<file path="src/rtl/i2c_tgt_pkg.sv">
package i2c_tgt_pkg;
   localparam int BYTE_W = 8;
   localparam int ADDR_W = 7;
   localparam int CNT_W  = $clog2(BYTE_W);

   typedef enum logic [3:0] {
      ST_IDLE,
      ST_ADDR,
      ST_ADDR_ACK,
      ST_RX,
      ST_RX_STALL,
      ST_RX_ACK,
      ST_TX,
      ST_TX_STALL,
      ST_TX_ACK,
      ST_IGNORE
   } tgt_state_e;
endpackage

</file>
<file path="src/rtl/i2c_tgt_sync.sv">
module i2c_tgt_sync #(
   parameter int STAGES = 2
) (
   input  logic clk,
   input  logic rst_n,
   input  logic scl_i,
   input  logic sda_i,
   output logic sda_s_o,
   output logic scl_rise_o,
   output logic scl_fall_o,
   output logic start_o,
   output logic stop_o
);
   localparam int LINES = 2;

   logic [LINES-1:0] raw;
   logic [LINES-1:0] lvl;
   logic [LINES-1:0] lvl_q;

   assign raw = {scl_i, sda_i};

   for (genvar g = 0; g < LINES; g++) begin : g_line
      logic [STAGES-1:0] chain;
      always_ff @(posedge clk or negedge rst_n) begin
         if (!rst_n) chain <= '1;
         else        chain <= {chain[STAGES-2:0], raw[g]};
      end
      assign lvl[g] = chain[STAGES-1];
   end

   always_ff @(posedge clk or negedge rst_n) begin
      if (!rst_n) lvl_q <= '1;
      else        lvl_q <= lvl;
   end

   // bit 1 is SCL, bit 0 is SDA
   assign sda_s_o    = lvl[0];
   assign scl_rise_o = lvl[1] & ~lvl_q[1];
   assign scl_fall_o = ~lvl[1] & lvl_q[1];
   assign start_o    = lvl[1] & lvl_q[1] & lvl_q[0] & ~lvl[0];
   assign stop_o     = lvl[1] & lvl_q[1] & ~lvl_q[0] & lvl[0];
endmodule

</file>
<file path="src/rtl/i2c_tgt_hostbuf.sv">
module i2c_tgt_hostbuf
   import i2c_tgt_pkg::*;
(
   input  logic              clk,
   input  logic              rst_n,
   input  logic              tx_wr_i,
   input  logic [BYTE_W-1:0] tx_data_i,
   input  logic              tx_take_i,
   output logic [BYTE_W-1:0] tx_hold_o,
   output logic              tx_full_o,
   output logic              tx_req_o,
   input  logic              rx_rd_i,
   input  logic              rx_load_i,
   input  logic              addr_load_i,
   input  logic [BYTE_W-1:0] rx_byte_i,
   output logic [BYTE_W-1:0] rx_data_o,
   output logic              rx_full_o,
   input  logic              start_i,
   input  logic              start_clr_i,
   output logic              start_flag_o
);
   // transmit side: a write during a take that drained a full buffer refills it
   always_ff @(posedge clk or negedge rst_n) begin
      if (!rst_n) begin
         tx_hold_o <= '0;
         tx_full_o <= 1'b0;
         tx_req_o  <= 1'b0;
      end else if (tx_take_i) begin
         if (tx_wr_i && tx_full_o) begin
            tx_hold_o <= tx_data_i;
            tx_full_o <= 1'b1;
            tx_req_o  <= 1'b0;
         end else begin
            tx_full_o <= 1'b0;
            tx_req_o  <= 1'b1;
         end
      end else if (tx_wr_i) begin
         tx_hold_o <= tx_data_i;
         tx_full_o <= 1'b1;
         tx_req_o  <= 1'b0;
      end
   end

   always_ff @(posedge clk or negedge rst_n) begin
      if (!rst_n) begin
         rx_data_o <= '0;
         rx_full_o <= 1'b0;
      end else begin
         if (rx_load_i || addr_load_i) rx_data_o <= rx_byte_i;
         if (rx_load_i)                rx_full_o <= 1'b1;
         else if (rx_rd_i)             rx_full_o <= 1'b0;
      end
   end

   always_ff @(posedge clk or negedge rst_n) begin
      if (!rst_n)           start_flag_o <= 1'b0;
      else if (start_i)     start_flag_o <= 1'b1;
      else if (start_clr_i) start_flag_o <= 1'b0;
   end
endmodule

</file>
<file path="src/rtl/i2c_tgt_engine.sv">
module i2c_tgt_engine
   import i2c_tgt_pkg::*;
(
   input  logic              clk,
   input  logic              rst_n,
   input  logic              sda_s_i,
   input  logic              scl_rise_i,
   input  logic              scl_fall_i,
   input  logic              start_i,
   input  logic              stop_i,
   input  logic [ADDR_W-1:0] own_addr_i,
   input  logic              rx_full_i,
   input  logic              tx_full_i,
   input  logic [BYTE_W-1:0] tx_hold_i,
   input  logic              tx_wr_i,
   input  logic [BYTE_W-1:0] tx_data_i,
   output logic              scl_oe_o,
   output logic              sda_oe_o,
   output logic              matched_o,
   output logic              rx_load_o,
   output logic              addr_load_o,
   output logic [BYTE_W-1:0] rx_byte_o,
   output logic              tx_take_o
);
   localparam logic [CNT_W-1:0] LAST_BIT = CNT_W'(BYTE_W - 1);

   tgt_state_e        st;
   logic [CNT_W-1:0]  bit_cnt;
   logic [BYTE_W-1:0] shreg;
   logic              byte_done;
   logic              rw_q;
   logic              nack_q;

   logic              bus_evt;
   logic              tx_avail;
   logic [BYTE_W-1:0] tx_src;
   logic              tx_due;
   logic              rx_due;
   logic              addr_hit;

   always_comb begin
      bus_evt     = start_i | stop_i;
      tx_avail    = tx_full_i | tx_wr_i;
      tx_src      = tx_full_i ? tx_hold_i : tx_data_i;
      addr_hit    = (shreg[BYTE_W-1:1] == own_addr_i);
      tx_due      = !bus_evt &&
                    ((st == ST_ADDR_ACK && scl_fall_i && rw_q) ||
                     (st == ST_TX_ACK && scl_fall_i && !nack_q) ||
                     (st == ST_TX_STALL));
      rx_due      = !bus_evt &&
                    ((st == ST_RX && scl_fall_i && byte_done) ||
                     (st == ST_RX_STALL));
      tx_take_o   = tx_due && tx_avail;
      rx_load_o   = rx_due && !rx_full_i;
      addr_load_o = !bus_evt && st == ST_ADDR && scl_fall_i && byte_done;
      rx_byte_o   = shreg;
   end

   always_ff @(posedge clk or negedge rst_n) begin
      if (!rst_n) begin
         st        <= ST_IDLE;
         bit_cnt   <= '0;
         shreg     <= '0;
         byte_done <= 1'b0;
         rw_q      <= 1'b0;
         nack_q    <= 1'b0;
         matched_o <= 1'b0;
         scl_oe_o  <= 1'b0;
         sda_oe_o  <= 1'b0;
      end else if (stop_i) begin
         st        <= ST_IDLE;
         matched_o <= 1'b0;
         byte_done <= 1'b0;
         scl_oe_o  <= 1'b0;
         sda_oe_o  <= 1'b0;
      end else if (start_i) begin
         st        <= ST_ADDR;
         bit_cnt   <= '0;
         byte_done <= 1'b0;
         scl_oe_o  <= 1'b0;
         sda_oe_o  <= 1'b0;
      end else begin
         case (st)
            ST_ADDR, ST_RX: begin
               if (scl_rise_i && !byte_done) begin
                  shreg <= {shreg[BYTE_W-2:0], sda_s_i};
                  if (bit_cnt == LAST_BIT) byte_done <= 1'b1;
                  else                     bit_cnt   <= bit_cnt + 1'b1;
               end else if (scl_fall_i && byte_done) begin
                  byte_done <= 1'b0;
                  bit_cnt   <= '0;
                  if (st == ST_ADDR) begin
                     if (addr_hit) begin
                        matched_o <= 1'b1;
                        rw_q      <= shreg[0];
                        sda_oe_o  <= 1'b1;
                        st        <= ST_ADDR_ACK;
                     end else begin
                        matched_o <= 1'b0;
                        st        <= ST_IGNORE;
                     end
                  end else if (!rx_full_i) begin
                     sda_oe_o <= 1'b1;
                     st       <= ST_RX_ACK;
                  end else begin
                     scl_oe_o <= 1'b1;
                     st       <= ST_RX_STALL;
                  end
               end
            end
            ST_RX_STALL: begin
               if (!rx_full_i) begin
                  sda_oe_o <= 1'b1;
                  scl_oe_o <= 1'b0;
                  st       <= ST_RX_ACK;
               end
            end
            ST_RX_ACK: begin
               if (scl_fall_i) begin
                  sda_oe_o <= 1'b0;
                  bit_cnt  <= '0;
                  st       <= ST_RX;
               end
            end
            ST_ADDR_ACK, ST_TX_ACK, ST_TX_STALL: begin
               if (st == ST_TX_ACK && scl_rise_i) nack_q <= sda_s_i;
               if (tx_due) begin
                  bit_cnt <= '0;
                  if (tx_avail) begin
                     shreg    <= tx_src;
                     sda_oe_o <= ~tx_src[BYTE_W-1];
                     scl_oe_o <= 1'b0;
                     st       <= ST_TX;
                  end else begin
                     sda_oe_o <= 1'b0;
                     scl_oe_o <= 1'b1;
                     st       <= ST_TX_STALL;
                  end
               end else if (scl_fall_i && st != ST_TX_STALL) begin
                  // write direction after address, or master NACK after a byte
                  sda_oe_o <= 1'b0;
                  st       <= (st == ST_ADDR_ACK) ? ST_RX : ST_IGNORE;
               end
            end
            ST_TX: begin
               if (scl_fall_i) begin
                  if (bit_cnt == LAST_BIT) begin
                     sda_oe_o <= 1'b0;
                     st       <= ST_TX_ACK;
                  end else begin
                     bit_cnt  <= bit_cnt + 1'b1;
                     shreg    <= {shreg[BYTE_W-2:0], 1'b0};
                     sda_oe_o <= ~shreg[BYTE_W-2];
                  end
               end
            end
            default: ;
         endcase
      end
   end
endmodule

</file>
<file path="src/rtl/i2c_tgt_stretch.sv">
module i2c_tgt_stretch
   import i2c_tgt_pkg::*;
#(
   parameter int SYNC_STAGES = 2
) (
   input  logic              clk,
   input  logic              rst_n,
   input  logic              scl_i,
   input  logic              sda_i,
   output logic              scl_oe_o,
   output logic              sda_oe_o,
   input  logic [ADDR_W-1:0] own_addr_i,
   input  logic              tx_wr_i,
   input  logic [BYTE_W-1:0] tx_data_i,
   input  logic              rx_rd_i,
   output logic [BYTE_W-1:0] rx_data_o,
   output logic              rx_full_o,
   output logic              tx_req_o,
   output logic              matched_o,
   output logic              start_flag_o,
   input  logic              start_clr_i
);
   if (SYNC_STAGES < 2) begin : g_bad_sync
      $error("SYNC_STAGES must be at least 2");
   end
   if (BYTE_W != ADDR_W + 1) begin : g_bad_width
      $error("address plus direction bit must fill one byte");
   end

   logic              sda_s;
   logic              scl_rise;
   logic              scl_fall;
   logic              start_det;
   logic              stop_det;
   logic              rx_load;
   logic              addr_load;
   logic              tx_take;
   logic              tx_full;
   logic [BYTE_W-1:0] tx_hold;
   logic [BYTE_W-1:0] rx_byte;

   i2c_tgt_sync #(.STAGES(SYNC_STAGES)) u_sync (
      .clk        (clk),
      .rst_n      (rst_n),
      .scl_i      (scl_i),
      .sda_i      (sda_i),
      .sda_s_o    (sda_s),
      .scl_rise_o (scl_rise),
      .scl_fall_o (scl_fall),
      .start_o    (start_det),
      .stop_o     (stop_det)
   );

   i2c_tgt_engine u_engine (
      .clk         (clk),
      .rst_n       (rst_n),
      .sda_s_i     (sda_s),
      .scl_rise_i  (scl_rise),
      .scl_fall_i  (scl_fall),
      .start_i     (start_det),
      .stop_i      (stop_det),
      .own_addr_i  (own_addr_i),
      .rx_full_i   (rx_full_o),
      .tx_full_i   (tx_full),
      .tx_hold_i   (tx_hold),
      .tx_wr_i     (tx_wr_i),
      .tx_data_i   (tx_data_i),
      .scl_oe_o    (scl_oe_o),
      .sda_oe_o    (sda_oe_o),
      .matched_o   (matched_o),
      .rx_load_o   (rx_load),
      .addr_load_o (addr_load),
      .rx_byte_o   (rx_byte),
      .tx_take_o   (tx_take)
   );

   i2c_tgt_hostbuf u_buf (
      .clk          (clk),
      .rst_n        (rst_n),
      .tx_wr_i      (tx_wr_i),
      .tx_data_i    (tx_data_i),
      .tx_take_i    (tx_take),
      .tx_hold_o    (tx_hold),
      .tx_full_o    (tx_full),
      .tx_req_o     (tx_req_o),
      .rx_rd_i      (rx_rd_i),
      .rx_load_i    (rx_load),
      .addr_load_i  (addr_load),
      .rx_byte_i    (rx_byte),
      .rx_data_o    (rx_data_o),
      .rx_full_o    (rx_full_o),
      .start_i      (start_det),
      .start_clr_i  (start_clr_i),
      .start_flag_o (start_flag_o)
   );
endmodule

</file>
<file path="config.mk">
export PLATFORM = sky130hd
export DESIGN_NAME = i2c_tgt_stretch
export DESIGN_NICKNAME = d
export VERILOG_FILES = /design/src/rtl/i2c_tgt_pkg.sv /design/src/rtl/i2c_tgt_sync.sv /design/src/rtl/i2c_tgt_hostbuf.sv /design/src/rtl/i2c_tgt_engine.sv /design/src/rtl/i2c_tgt_stretch.sv
export SDC_FILE = /design/constraint.sdc
export NUM_CORES = 1
export LEC_CHECK = 0
export ABC_CLOCK_PERIOD_IN_PS = 2560
export CORE_ASPECT_RATIO = 0.6
export CORE_MARGIN = 1
export CORE_UTILIZATION = 40
export DETAILED_ROUTE_END_ITERATION = 8
export DONT_BUFFER_PORTS = 1
export REMOVE_ABC_BUFFERS = 1
export SLEW_MARGIN = 20
export SYNTH_ARGS = -nofsm -noshare
export SYNTH_HDL_FRONTEND = slang
export SYNTH_SLANG_ARGS = --single-unit
</file>
<file path="constraint.sdc">
create_clock -name clk -period 2.56 [get_ports clk]
set_input_delay 0.256 -clock clk [delete_from_list [all_inputs] [get_ports clk]]
set_output_delay 0.256 -clock clk [all_outputs]
set_load 0.05 [all_outputs]
</file>
==> results of run 1 <==
==> what timing repair did <==
action                                 in CTS  in global routing
hold buffers                                4                  0
resized for setup                           0                  0
endpoints found under the hold margin      49                  0
setup buffers                               0                  0
==> metal layers <==
layer | vias up | wire length (microns)
met3 | 6 | 623
met4 | 0 | 62
met2 | 91 | 2160
li1 | 978 | -
met1 | 928 | 3521
met5 | - | 0
==> stage by stage <==
step	hold slack, ns	setup WS (ns)	instance area (sq um)
3_5_place_dp	-0.03865	0.2746	2829
4_1_cts	0.03022	0.2504	2978
6_report	0.02974	0.2202	2978
5_1_grt	0.02123	0.1112	2978
3_3_place_gp	-0.03880	0.2925	2829
2_1_floorplan	-0.03959	0.05406	2611
==> registers in the layout (all words and copies together) (netlist names) <==
name and cells:
u_engine.byte_done 1, u_engine.scl_oe_o 1, u_engine.bit_cnt 3, u_buf.tx_hold_o 8
u_buf.tx_full_o 1, u_engine.st 4, u_engine.matched_o 1, u_engine.sda_oe_o 1
u_buf.start_flag_o 1, u_engine.rw_q 1, u_buf.rx_data_o 8, u_buf.rx_full_o 1
u_engine.nack_q 1, u_sync.g_line.chain 4, u_buf.tx_req_o 1, u_sync.lvl_q 2
u_engine.rx_byte_o 8
==> cells by family after synthesis <==
group | Yosys count
AO/OA/AOI/OAI | 75
AND/OR/NAND/NOR | 73
flip-flops | 47
multiplexers | 38
buffers and inverters | 16
XOR/XNOR | 8
adder cells (fa/ha/maj) | 1
==> where the power goes <==
group,internal [mW],switching (mW)
registers,0.932,0.446
logic,0.614,0.664
clock network,0.218,0.255
==> worst register-to-register path, delay by kind of cell (launching register included) <==
family	cells	cell delay [ns]
AO/OA/AOI/OAI	4	0.95
flip-flops	1	0.49
AND/OR/NAND/NOR	1	0.45
multiplexers	1	0.34
==> area by class of cell <==
type,count,area (sq um),area share
Multi-Input combinational cell,195,1416,0.4756
Sequential cell,47,1184,0.3975
Timing Repair Buffer,19,170.2,0.05714
Tap cell,84,105.1,0.03529
Clock buffer,7,86.33,0.02899
Inverter,3,11.26,0.003782
Clock inverter,1,5.005,0.001681
==> layout by cell type, fill, tap and decap left out, drive strengths merged, types with 4 or more instances in the layout <==
master and n:
dfrtp 41, o21ai 21, xor2 5, nor2b 6, nand3 6, buf 16, dfstp 6, clkbuf 7
nand2b 8, mux2 28, nand2 21, a31oi 4, mux2i 10, o21bai 4, a21oi 14, nor2 17
o21a 5
==> how the worst max path moves through the flow <==
stage,slack (ns),from,cells past startpoint,endpoint
finish,0.22,u_engine.st[1]$_DFFE_PN0P_,6,u_engine.rx_byte_o[5]$_DFFE_PN0P_
global route,0.11,u_engine.st[0]$_DFFE_PN0P_,5,u_buf.rx_data_o[2]$_DFFE_PN0P_
CTS,0.25,u_engine.st[1]$_DFFE_PN0P_,6,u_engine.rx_byte_o[5]$_DFFE_PN0P_
detailed placement,0.27,u_engine.st[1]$_DFFE_PN0P_,6,u_engine.rx_byte_o[2]$_DFFE_PN0P_
global placement,0.29,u_engine.st[1]$_DFFE_PN0P_,7,u_engine.st[2]$_DFFE_PN0P_
floorplan,0.05,u_engine.st[0]$_DFFE_PN0P_,5,u_engine.rx_byte_o[0]$_DFFE_PN0P_
==> Yosys cell counts (2+ instances only) <==
master | instances | area, sq um
sky130_fd_sc_hd__o21a_1 | 4 | 30.03
sky130_fd_sc_hd__o21ai_1 | 2 | 10.01
sky130_fd_sc_hd__nand2_1 | 21 | 78.83
sky130_fd_sc_hd__dfrtp_1 | 41 | 1026
sky130_fd_sc_hd__o31a_1 | 2 | 17.52
sky130_fd_sc_hd__a211oi_1 | 2 | 15.01
sky130_fd_sc_hd__or2_2 | 2 | 12.51
sky130_fd_sc_hd__nor2b_1 | 6 | 37.54
sky130_fd_sc_hd__mux2_2 | 28 | 315.3
sky130_fd_sc_hd__clkbuf_1 | 10 | 37.54
sky130_fd_sc_hd__o22a_1 | 2 | 17.52
sky130_fd_sc_hd__xor2_1 | 5 | 43.79
sky130_fd_sc_hd__nor3_1 | 2 | 10.01
sky130_fd_sc_hd__xnor2_1 | 3 | 26.28
sky130_fd_sc_hd__a21oi_1 | 14 | 70.07
sky130_fd_sc_hd__nand2b_1 | 8 | 50.05
sky130_fd_sc_hd__o21ai_0 | 18 | 90.09
sky130_fd_sc_hd__dfstp_2 | 6 | 157.7
sky130_fd_sc_hd__o21bai_1 | 4 | 30.03
sky130_fd_sc_hd__inv_1 | 3 | 11.26
sky130_fd_sc_hd__o22ai_1 | 2 | 12.51
sky130_fd_sc_hd__nand3_1 | 6 | 30.03
sky130_fd_sc_hd__nand4_1 | 2 | 12.51
sky130_fd_sc_hd__nor2_1 | 17 | 63.81
sky130_fd_sc_hd__a31oi_1 | 4 | 25.02
sky130_fd_sc_hd__mux2i_1 | 10 | 100.1
==> results.txt, run 1 <==
The final period demand of the worst path is 2.340 ns. The worst setup path is launched from a register. Via count of the first global-routing pass: 1945. For this run, design rule violations remaining after detail routing come to 0. Clock-pin slew was measured on the worst setup and hold paths at 0.09 ns. On the critical path the largest part of the delay comes from compound AO/OA/AOI/OAI gates. For the routability congestion estimate, the log shows 0.9331. The length in cells of the worst reg-to-reg path came out at 6.

IR analysis of the VDD net gives a maximum drop of 498.7 uV. Row generation in the floorplan step produced 22 rows. From left edge to right edge, the die measures 107.4 microns.

The H-tree was split into 2 levels. The clock tree buffer depth was 2; the hold violation count in the final report was 0. The die is 65.23 microns tall. The core region is 0.006276 sq mm. In this run the worst hold path is classified as in2reg. The area share of and/or/nand/nor cells after synthesis was 0.1385. Summed over all nets, the half-perimeter wirelength after detailed placement is 4728 microns. The number of antenna diodes in the final layout is 0. The first-iteration detailed-routing DRC count was 165; the total congestion overflow was 0.

For hold timing, the worst endpoint is u_buf.rx_full_o$_DFFE_PN0P_. The run gives 47 as the CTS sink count. In this run the critical register-to-register path is launched from u_engine.st[1]$_DFFE_PN0P_. For the clock skew after layout, the log shows 0.01146 ns.

The instance count along the most critical hold path works out to 1. The tools report the beginning of the worst hold path as rx_rd_i. The final number of max-transition violations was 0; the average wire length per cell after detail routing was 17.88 microns. For the distinct cell type count after synthesis, the log shows 60. Before antenna repair, the detailed router went through 4 iterations. 36 I/O pins were placed.

At the end of the flow, the number of nets in the layout was 294. For the share of the core filled with cells in the final layout, the log shows 0.4745. For this run, the slowest stage of the critical path takes 0.49 ns. Compared with the post-synthesis result, the final layout area differs by 11.74%.

The count of cells in the finished layout, fillers not included, comes to 356. The die covers 0.007004 sq mm. Netlist area before placement: 0.002665 sq mm.

The first global-routing pass estimated 10540 microns of wire. The number of instances in the synthesized netlist is 258, and the post-synthesis share of cell area spent on full adders, half adders and majority gates is 0.004695. The synthesized design contains 0 enable-type register cells. Max-cap violations in this run came to 0. The final clock period utilization by the worst path is 0.9140. Setup repair after global routing left no endpoint under its margin. The largest individual stage delay along the critical path comes from the cell sky130_fd_sc_hd__dfrtp_1. The remaining number of nets flagged by the antenna check after routing was 0; the mean cell area of the mapped netlist was 10.33 sq um. The tools report the number of clock buffers inserted by TritonCTS as 5.

Setup total negative slack on the finished layout was measured at 0 ns. The run gives 427.4 MHz as the achievable frequency. Dividing total power by cell area gives a power density of 1051 mW/mm^2.

The post-synthesis compound-gate area fraction came out at 0.2061. The busiest metal layer after global routing is met1. The signal on the critical path passes through or3b_4 -> a2111oi_4 -> o21a_2 -> a21o_4 -> o2111ai_4 -> mux2_2.

Entering global routing, the biggest net connects 48 pins. Dividing the detail-routed via count by the number of cells gives 5.626. The combinational family with the most area after synthesis is compound AO/OA/AOI/OAI gates.

The tools report the root buffer selected by CTS as sky130_fd_sc_hd__clkbuf_8. For the number of antenna violations at the first check in global routing, the log shows 0. The global-route track usage on met2 is 0.2331. The run finished with clean final reports. The most frequently used flop master after synthesis is sky130_fd_sc_hd__dfrtp_1. After detailed placement, the design holds a cell count of 344. Wires add up to 6367 microns. The critical path is of the reg2reg type. The share of async-settable or async-resettable flops after synthesis is 1.000. The Yosys step of the flow raised 0 warnings.

The logs give 0.4246 for the initial core utilization and 0.07341 for the met3 track demand over resource in global routing. Setup slack on the worst reg-to-reg path comes out at 0.22 ns. The data required time of the worst path came out at 2.75 ns. For the met1 routing resource usage after global routing, the log shows 0.3319.

The headroom to the max-slew limit is 0.4973. The total via count after detailed routing is 2003, and the register area share after synthesis is 0.4441. The number of port buffers was 0. Counting flops and latches in the post-synthesis netlist gives 47.

Fill cells in the final layout number 611. At the later pin of the worst-skew pair, clock insertion delay measures 0.31 ns. STA classifies the critical path endpoint as a register. Multiplexer share of the synthesized area: 0.1559.

Final total power: 3.130 mW. For this design the static power due to leakage is 1.324 nW. The run gives 0.2035 as the total routing usage reported by global routing. The parity-gate share of the synthesized area counting xor and xnor cells is 0.02629, and the final-report setup violation count is 0.

The worst register-to-register path ends at u_engine.rx_byte_o[5]$_DFFE_PN0P_. TritonCTS built the clock tree. Of all nets on the critical path, the largest fanout is 8.

The worst-margin pin slew was 0.7490 ns; the critical path data arrival time was 2.53 ns. The fraction of final layout cells with drive strength greater than 1 is 0.2463, and the buffers plus inverters on the worst setup path is 0.
Note: power is estimated with default switching activity, not from simulation.
==> run 2: changes to the inputs <==
--- a/config.mk
+++ b/config.mk
@@ -10,5 +10,6 @@
 export CORE_MARGIN = 1
-export CORE_UTILIZATION = 40
+export CORE_UTILIZATION = 63
 export DETAILED_ROUTE_END_ITERATION = 8
 export DONT_BUFFER_PORTS = 1
+export PLACE_DENSITY = 0.79
 export REMOVE_ABC_BUFFERS = 1
==> constraint.sdc (replaced) <==
create_clock -name clk -period 2.56 [get_ports clk]
set_input_delay 0.512 -clock clk [delete_from_list [all_inputs] [get_ports clk]]
set_output_delay 0.512 -clock clk [all_outputs]
set_load 0.05 [all_outputs]
==> results.txt, run 2 (same netlist as run 1, synthesis figures left out) <==
Worst-margin pin slew: 0.7017 ns. TritonCTS built the clock tree. The congestion estimate from routability-driven global placement came to 1.058. The first routing iteration left 259 violations. Once the clock tree was built, the setup fixing pass inserted 0 buffers. After clock tree synthesis, the clock-pin slew on the worst setup and hold paths is 0.10 ns. Once detailed placement completed, the half-perimeter wirelength came to 5009 microns.

The final period demand of the worst path works out to 2.369 ns. The critical path is of the reg2reg type. Timing would allow up to 422.0 MHz. The share of the core filled with cells in the final layout is 0.7686, and the total via count after detailed routing is 2123.

In this run the tool buffered the top-level ports with 0 buffer cells. The logs give 5 for the first-pass detailed-route iteration total and 294 for the final net count. The final clock period utilization by the worst path came out at 0.9256. The min-delay analysis places its worst path in the category in2async. In this run the worst path has a maximum fanout of 8.

The final number of max-transition violations was 0. The logs give 17 for the placement row count and 2 for the H-tree depth reported by CTS. The remaining number of nets flagged by the antenna check after routing was 0. The buffers plus inverters on the worst setup path came out at 0. During I/O placement, the number of pins put on the boundary was 36.

In this run the deepest clock path goes through 2 buffers. The tools report the via count of the first global-routing pass as 2064. The final layout contains routed wiring with a total length of 6861 microns. For the worst-skew pair, the clock arrives at the later sink with an insertion delay of 0.31 ns. On the final layout, the worst hold slack is 0.03606 ns. The tools report the total routing usage reported by global routing as 0.3381. From bottom edge to top edge, the die measures 52.38 microns.

The die covers 0.004503 sq mm. For the hold violation count in the final report, the log shows 0. Most frequent standard cell in the layout excluding fill and tap cells: sky130_fd_sc_hd__dfrtp_1. The first global-routing pass estimated 11070 microns of wire.

The largest single stage delay on the critical path is 0.46 ns. Entering global routing, the biggest net connects 42 pins. After detailed routing, the average wire length per cell comes to 20.85 microns.

The worst setup path is captured at a register. Dividing total power by cell area gives a power density of 1117 mW/mm^2. The worst setup path is launched from a register. The tree is rooted in a sky130_fd_sc_hd__clkbuf_8. The run finished with clean final reports. The cell with the biggest individual delay on the critical path is sky130_fd_sc_hd__dfrtp_1.

The logs give 0 for the total congestion overflow and 0 for the number of diodes added for antenna fixing. Number of antenna violations at the first check in global routing: 0. Relative area change from synthesis to final layout: 11.03%. For this run, design rule violations remaining after detail routing come to 0. Grouping stages by cell kind, the critical path spends the most delay in compound AO/OA/AOI/OAI gates. For the data required time of the worst path, the log shows 2.76 ns. The initial core utilization is 0.6922, and the leakage power summed over all cells is 1.336 nW.

Walking the worst path, the cells encountered are or3b_4 -> a2111oi_4 -> o21a_2 -> a21o_4 -> o2111ai_4 -> mux2_2. Max-cap violations in this run came to 0. The worst ir drop on vdd was 550.3 uV. Setup violations remaining at the end of the flow were counted as 0. Leaving out fill and tap cells, the most frequent cells in the layout are sky130_fd_sc_hd__dfrtp_1 (41), sky130_fd_sc_hd__mux2_2 (28), sky130_fd_sc_hd__nand2_1 (21), sky130_fd_sc_hd__o21ai_0 (18), sky130_fd_sc_hd__buf_4 (18).

Setup repair after global routing left no endpoint under its margin. The headroom to the max-slew limit was 0.5291. The die is 85.97 microns wide. Data arrives at the worst endpoint at 2.57 ns. The clock skew after layout came out at 0.01563 ns. Summed over all failing endpoints, the final setup total negative slack is 0 ns. Counting the buffers created by CTS gives 5. The CTS sink count came out at 47.

Fraction of final layout cells with drive strength greater than 1: 0.2610. The run gives 0.003850 sq mm as the placeable core area. Using the TritonRoute via totals, the vias-per-cell ratio works out to 6.453.
-- run 2: timing repair --
action | CTS | global route
hold buffers | 1 | 0
endpoints found under the setup margin | 0 | 0
resized for setup | 0 | 0
hold endpoints to repair | 41 | 0
-- run 2: final timing paths --
| check | start | to | slack, ns | cells past startpoint |
|---|---|---|---|---|
| hold / removal | rst_n | u_sync.lvl_q[0]$_DFF_PN1_ | 0.04 | 0 |
| setup / recovery | u_engine.st[3]$_DFFE_PN0P_ | u_engine.rx_byte_o[4]$_DFFE_PN0P_ | 0.19 | 6 |
| hold reg to reg | u_sync.g_line[0].chain[0]$_DFF_PN1_ | u_sync.g_line[0].chain[1]$_DFF_PN1_ | 0.36 | 0 |
| max in group asynchronous | rst_n | u_engine.scl_oe_o$_DFFE_PN0P_ | 2.31 | 1 |
| setup reg to reg | u_engine.st[3]$_DFFE_PN0P_ | u_engine.rx_byte_o[4]$_DFFE_PN0P_ | 0.19 | 6 |
| min in group clk | sda_i | u_sync.g_line[0].chain[0]$_DFF_PN1_ | 0.20 | 0 |
-- run 2: layer usage --
metal  track usage  wire [microns]  vias up
li1              -               -      968
met1        0.5056            3196     1012
met2        0.4656            2767      130
met3        0.1134             836       13
met4       0.08333              60        0
met5             0               0        -
-- run 2: power by group --
part | switching, mW | internal [mW]
Sequential | 0.436 | 0.932
Clock | 0.269 | 0.322
Combinational | 0.706 | 0.639
-- run 2: layout make-up --
type	instances	area [sq um]
fillers	253	890.9
clock buffers	6	82.58
repair buffers	19	155.1
well taps	57	71.32
inverters	3	11.26
multi-input cells	195	1416
flip-flops and latches	47	1184
clock inverters	2	38.79
-- run 2: metrics by stage --
step | cell area [sq um] | std cells | worst slack (ns) | power [mW]
finish | 2959 | 329 | 0.1906 | 3.304
global placement | 2818 | 320 | 0.3050 | 2.629
global route | 2959 | 329 | 0.09700 | 3.478
CTS | 2959 | 329 | 0.2261 | 3.266
detailed placement | 2818 | 320 | 0.2404 | 2.664
floorplan | 2611 | 245 | 0.05406 | 2.261
